File: config.mk
export PLATFORM = sky130hd
export DESIGN_NAME = cnv_status_reg
export DESIGN_NICKNAME = d
export VERILOG_FILES = /design/src/rtl/cnv_status_reg.sv
export SDC_FILE = /design/constraint.sdc
export NUM_CORES = 1
export LEC_CHECK = 0
export CORE_MARGIN = 4
export CORE_UTILIZATION = 30
export CTS_CLUSTER_DIAMETER = 60
export DETAILED_ROUTE_END_ITERATION = 12
export SLEW_MARGIN = 15
export SYNTH_ARGS = -nofsm -noshare
export SYNTH_HDL_FRONTEND = slang
export SYNTH_SLANG_ARGS = --single-unit
File: constraint.sdc
create_clock -name clk -period 2.06 [get_ports clk]
set_input_delay 0.618 -clock clk [delete_from_list [all_inputs] [get_ports clk]]
set_output_delay 0.618 -clock clk [all_outputs]
set_load 0.02 [all_outputs]
File: src/rtl/cnv_status_reg.sv
module cnv_status_reg (
  input  logic clk,
  input  logic rst_n,
  input  logic res_wr_i,
  input  logic res_clamp_i,
  input  logic cal_done_i,
  input  logic cal_fail_i,
  input  logic pre_upd_i,
  input  logic mode_wr_i,
  input  logic pll_lock_i,
  input  logic rd_sel_i,
  input  logic shift_i,
  output logic sdo_o,
  output logic ready_n_o
);
  localparam int W  = 8;
  localparam int CW = $clog2(W + 1);

  logic          rdy_q, cal_q, err_q, lock_q;
  logic [W-1:0]  sh_q;
  logic [CW-1:0] cnt_q;
  logic [W-1:0]  status;
  logic          busy, last_shift, rdy_set, rdy_clr, err_set;

  assign status     = {rdy_q, 1'b0, cal_q, 1'b0, err_q, 2'b00, lock_q};
  assign busy       = (cnt_q != '0);
  assign last_shift = busy && shift_i && (cnt_q == CW'(1));
  assign rdy_set    = res_wr_i | cal_done_i;
  assign rdy_clr    = pre_upd_i | mode_wr_i | last_shift;
  assign err_set    = (res_wr_i & res_clamp_i) | cal_fail_i;
  assign sdo_o      = busy & sh_q[W-1];
  assign ready_n_o  = ~rdy_q;

  always_ff @(posedge clk or negedge rst_n) begin
    if (!rst_n) begin
      rdy_q  <= 1'b0;
      cal_q  <= 1'b0;
      err_q  <= 1'b0;
      lock_q <= 1'b0;
    end else begin
      lock_q <= pll_lock_i;
      if (rdy_set)             rdy_q <= 1'b1;
      else if (rdy_clr)        rdy_q <= 1'b0;
      if (cal_done_i)          cal_q <= 1'b1;
      else if (mode_wr_i)      cal_q <= 1'b0;
      if (err_set)             err_q <= 1'b1;
      else if (mode_wr_i)      err_q <= 1'b0;
    end
  end

  always_ff @(posedge clk or negedge rst_n) begin
    if (!rst_n) begin
      sh_q  <= '0;
      cnt_q <= '0;
    end else if (rd_sel_i) begin
      sh_q  <= status;
      cnt_q <= CW'(W);
    end else if (busy && shift_i) begin
      sh_q  <= {sh_q[W-2:0], 1'b0};
      cnt_q <= cnt_q - CW'(1);
    end
  end
endmodule

==> out/results.ini, run 1 <==
[power_and_ir_drop]
comb_power_share_pct=27.2
switching_power_uw=208
p_int_uw=567
vdd_drop_max_mv=0.489
sequentialPowerShare_pct=46.1
power_density_nw_per_um2=699
power.leakage_uw=0.000511
sw_frac_of_total_pct=26.9
clockPowerShare_pct=26.7
p_total_uw=775

[die]
core_um2=2450
num_io_pins=13
start_util_pct=31.1
num_rows=18
die_h_um=58.5
die-area_um2=3420
fp.dieW_um=58.5

[timing]
rsz0062_at_grt=true
min_period_over_period_pct=105
skew_ns=0.00149
hold_violations=0
setup_viol=1
max_freq_mhz=461
maxSlewViolCount=0
period_needed_ns=2.17
finalWorstSetupSlack_ns=-0.109
relSlewSlack_pct=63.9
worst_pin_slew_ns=0.540

[worst_hold_path]
hp-class=register to register
hold_depth=2
min_from=lock_q$_DFF_PN0_
hold_end=sh_q[0]$_DFFE_PN0P_

[synth]
ys_types=26
ys_ff_latch=16
syn_inst=75
seq_area_frac_synth_pct=52.4
yosysWarnings=0
synth.avg_cell_area_um2=10.2
synth_area_leaders=dfrtp_1, a21oi_1, o21ai_0
synth_top_area_cell=dfrtp_1
synthDominantCellAreaShare_pct=52.4
mappedNetlistArea_um2=764
synth_fp_nets=89

[global_routing]
antenna_found_initial=0
grt_start_max_net_pins=17
grt_pass1_vias=717
grt_pass1_wl_um=3080
grt_usage_pct=11.9
grt_overflow=0

[drt]
vias_per_cell=5.03
vias=689
wirelength_um=1850
drtIter0Drc=23
drtPass1Iterations=5
ant_nets=0
drc=0
wire_per_inst_um=13.5

[cts]
numCtsBuffers=3
cts_num_sinks=16
clk_latency_ns=0.28
cts-root-buf=clkbuf_4
h-tree-depth=1
clock_path_buffers=2
cts_hold_buf=0
clk_pin_slew_worst_paths_ns=0.09
cts_tree=built

[critical_path]
crit_path_end_kind=primary output
startpoint_type=register
slowest_delay_ns=0.41
crit_required_ns=1.44
cp.arrival_ns=1.55
crit_type=register to primary output
critPathSlowestCell=dfrtp_1
path_cells=inv_2 > ha_4 > or3b_4 > and2_4 > buf_6
r2r_end=sh_q[7]$_DFFE_PN0P_
r2r-start=cnt_q[0]$_DFFE_PN0P_
r2r_setup_slack_ns=0.37
path_max_fanout=2
r2r_cells=7

[place]
hpwl_um=1300
numPlacedInstances=127
gp_congestion=0.744
io_buffers=12

[final_layout]
layout_common_cells=buf_4, dfrtp_1, clkdlybuf4s50_1
fin_nets=122
layout.cells.non_filler=137
layout_commonest_cell=buf_4
drive_gt1_share_pct=29.9
diodes=0
regArea_um2=400
syn_to_final_growth_pct=45.0
multi_input_area_um2=345
nFillCells=242

[run]
drv_cap=0

[outcome]
violations=setup timing
status=complete, but fails checks

[metal layers]
| layer | track usage, % | wire [µm] |
|---|---|---|
| met5 | 0 | 0 |
| met4 | 5.63 | 24 |
| met1 | 12.9 | 788 |
| met3 | 3.51 | 85 |
| met2 | 21.1 | 952 |
[power by group through the flow]
| stage | combinational (µW) | clock, µW | sequential [µW] |
|---|---|---|---|
| floorplan | 83.8 | 0 | 363 |
| global placement | 178 | 0 | 360 |
| detailed placement | 181 | 0 | 362 |
| CTS | 202 | 216 | 356 |
| global route | 230 | 234 | 361 |
| finish | 211 | 207 | 357 |
[layout make-up]
cell class | count | share of cell area (%)
Inverter | 6 | 2.03
Multi-Input combinational cell | 50 | 31.2
Clock buffer | 4 | 3.27
Sequential cell | 16 | 36.1
Tap cell | 30 | 3.39
Timing Repair Buffer | 31 | 24.0
[worst max path at each step]
stage	endpoint	start	slack (ns)	depth (start not counted)
floorplan	sdo_o	cnt_q[0]$_DFFE_PN0P_	0.10	5
global placement	sdo_o	cnt_q[0]$_DFFE_PN0P_	-0.18	5
detailed placement	sdo_o	cnt_q[1]$_DFFE_PN0P_	-0.20	5
CTS	sdo_o	cnt_q[0]$_DFFE_PN0P_	-0.08	5
global route	sdo_o	cnt_q[0]$_DFFE_PN0P_	-0.17	5
finish	sdo_o	cnt_q[0]$_DFFE_PN0P_	-0.11	5
[worst max-delay path, delay by kind of cell, from the launching register on]
kind,cells,cell delay (ns)
adder cells (fa/ha/maj),1,0.13
AND/OR/NAND/NOR,2,0.52
flip-flops,1,0.41
buffers and inverters,2,0.21
[flip-flops by register name, indices dropped and copies added (netlist names)]
register / cells
cal_q: 1
sh_q: 8
cnt_q: 4
lock_q: 1
err_q: 1
rdy_q: 1
[Yosys cell counts]
cell and count:
a31oi_1 4, a21oi_1 8, nor3_1 1, a211o_1 1, inv_1 6, buf_2 2, a211oi_1 2, nor3b_2 1
o21ai_0 8, or3b_1 1, ha_1 3, or4b_4 1, and2_1 1, mux2i_1 1, nor2b_1 2, dfrtp_1 16
a211o_2 1, nor2_1 2, a21o_1 1, nand3_1 4, clkbuf_1 1, a22oi_1 1, nand2b_1 2, nand2_1 3
a221o_1 1, nor4_1 1
[timing repair]
action,4_1_cts,5_1_grt
gates resized for setup,11,2
endpoints found under the setup margin,1,2
endpoints found under the hold margin,0,0
setup buffers,4,2
cloned,0,0
pin swaps,1,0
[stage by stage]
step / area (µm²) / setup slack [ns] / util (%) / hold WS, ns / TNS, ns
after global routing: 1110 / -0.165 / 45.2 / 0.535 / -0.165
after floorplan: 764 / 0.102 / - / 0.322 / 0
after detailed placement: 1010 / -0.201 / 41.0 / 0.461 / -0.201
final: 1110 / -0.109 / 45.2 / 0.484 / -0.109
after global placement: 1010 / -0.180 / 41.0 / 0.460 / -0.180
after CTS: 1090 / -0.0829 / 44.3 / 0.484 / -0.0829
[logic make-up (layout without fill, tap and decap cells)]
| kind of cell | after synthesis | after routing | synth area share (%) |
|---|---|---|---|
| AOI/OAI and AO/OA | 27 | 27 | 21.4 |
| adders and majority gates | 3 | 3 | 4.91 |
| buffers and inverters | 9 | 41 | 4.75 |
| DFF | 16 | 16 | 52.4 |
| muxes | 1 | 1 | 1.31 |
| and+or+nand+nor | 19 | 19 | 15.2 |
Note: power is estimated with default switching activity, not from simulation.
==> run 2, diff against run 1 <==
MAX_ROUTING_LAYER = met4   (was unset)
clock period = 2.1 ns   (was 2.06 ns; I/O delays follow)
==> out/results.ini, run 2 (same netlist as run 1, synthesis figures left out) <==
[outcome]
status=complete, but fails checks
violations=setup timing

[critical_path]
crit_path_end_kind=primary output
critPathSlowestCell=dfrtp_1
crit_type=register to primary output
r2r_setup_slack_ns=0.14
path_max_fanout=2
startpoint_type=register
path_cells=inv_2 > ha_4 > or3b_1 > and2_4 > buf_6
cp.arrival_ns=1.53
cp_num_buf_inv=2
crit_required_ns=1.47
cpLargestDelayFamily=simple AND/OR/NAND/NOR gates
slowest_delay_ns=0.40

[final_layout]
layout_commonest_cell=buf_4
nFillCells=233
syn_to_final_growth_pct=50.2
largest_register_ffs=8
layout.cells.non_filler=143
drive_gt1_share_pct=32.7
diodes=0
fin_nets=128
top_regs=sh_q: 8 flops, cnt_q: 4 flops
final_util_pct=46.8
largest_register=sh_q
layout_common_cells=buf_4, dfrtp_1, clkdlybuf4s50_1

[timing]
skew_ns=0.00579
min_period_over_period_pct=103
max_freq_mhz=462
rsz0062_at_grt=true
worst_pin_slew_ns=0.501
finalWorstSetupSlack_ns=-0.0642
relSlewSlack_pct=66.5
period_needed_ns=2.16
hold_violations=0
timing.hold.ws_ns=0.482
maxSlewViolCount=0
setup_viol=1

[power_and_ir_drop]
sequentialPowerShare_pct=44.6
vdd_drop_max_mv=0.389
sw_frac_of_total_pct=26.8
p_int_uw=573
p_total_uw=782
clockPowerShare_pct=26.1
power.leakage_uw=0.000522
switching_power_uw=209
power_density_nw_per_um2=681
comb_power_share_pct=29.2

[place]
numPlacedInstances=127
dp_slack_ns=-0.190
hpwl_um=1210
gp_congestion=0.774
io_buffers=12

[drt]
drtPass1Iterations=4
vias_per_cell=5.08
wirelength_um=1790
drtIter0Drc=23
drc=0
wire_per_inst_um=12.5
ant_nets=0
vias=726

[global_routing]
grt_usage_pct=12.5
grt_overflow=0
grt_pass1_vias=698
grt_pass1_wl_um=3090
grt_start_max_net_pins=17
antenna_found_initial=0

[cts]
cts-root-buf=clkbuf_4
clk_latency_ns=0.29
clock_path_buffers=2
cts_num_sinks=16
numCtsBuffers=3
cts_tree=built
h-tree-depth=1
clk_pin_slew_worst_paths_ns=0.10

[die]
core_um2=2450
die-area_um2=3420
die_h_um=58.5
num_rows=18
fp.dieW_um=58.5
num_io_pins=13
start_util_pct=31.1

[run]
drv_cap=0

[worst_hold_path]
hp-class=register to register

[run 2: cell types whose count changed in the layout (fill, tap and decap cells not counted), sizes merged]
cell,change
clkdlybuf4s50,+1
dlymetal6s2s,-1
buf,+6
[run 2: routing by layer]
layer | vias to the layer above | routed length [µm] | GRT usage [%] | share of wire (%)
li1 | 347 | - | - | -
met1 | 348 | 774 | 13.4 | 43
met2 | 25 | 866 | 20.3 | 48
met3 | 6 | 105 | 3.95 | 5.9
met4 | 0 | 45 | 6.95 | 2.5
met5 | - | 0 | - | 0
[run 2: what timing repair did]
item	CTS	global route
gates cloned	0	0
buffers inserted	9	3
hold buffers	0	0
pin swaps	2	1
gates resized for setup	11	0
setup endpoints to repair	1	1
[run 2: final cells by class]
type	instances	area (µm²)	share of cell area, %
Multi-Input combinational cell	50	343	29.8
Sequential cell	16	400	34.9
Timing Repair Buffer	37	309	26.9
Tap cell	30	37.5	3.27
Clock buffer	4	36.3	3.16
Inverter	6	22.5	1.96
[run 2: power groups by stage]
stage,clock network [µW],registers [µW],logic (µW)
floorplan,0,356,82.2
global placement,0,354,173
detailed placement,0,354,176
CTS,210,349,215
global route,230,353,249
finish,204,349,228
[run 2: metrics by stage]
step / setup TNS [ns] / instance area (µm²)
2_1_floorplan: 0 / 764
4_1_cts: -0.0674 / 1130
6_report: -0.0642 / 1150
3_3_place_gp: -0.151 / 1010
5_1_grt: -0.129 / 1150
3_5_place_dp: -0.190 / 1010
[run 2: worst paths after layout]
| kind | start | end | depth (start not counted) |
|---|---|---|---|
| max in group asynchronous | rst_n | sh_q[4]$_DFFE_PN0P_ | 2 |
| worst min register to register | lock_q$_DFF_PN0_ | sh_q[0]$_DFFE_PN0P_ | 2 |
| worst max-delay path | cnt_q[0]$_DFFE_PN0P_ | sdo_o | 5 |
| min in group asynchronous | rst_n | sh_q[5]$_DFFE_PN0P_ | 2 |
| worst min-delay path | lock_q$_DFF_PN0_ | sh_q[0]$_DFFE_PN0P_ | 2 |
| worst max register to register | cnt_q[1]$_DFFE_PN0P_ | cnt_q[1]$_DFFE_PN0P_ | 11 |
[run 2: tightest hold or removal path: cells and delay by family, from the launching register on]
family | cells | cell delay, ns
DFF | 1 | 0.33
and+or+nand+nor | 1 | 0.04
AOI/OAI and AO/OA | 1 | 0.07
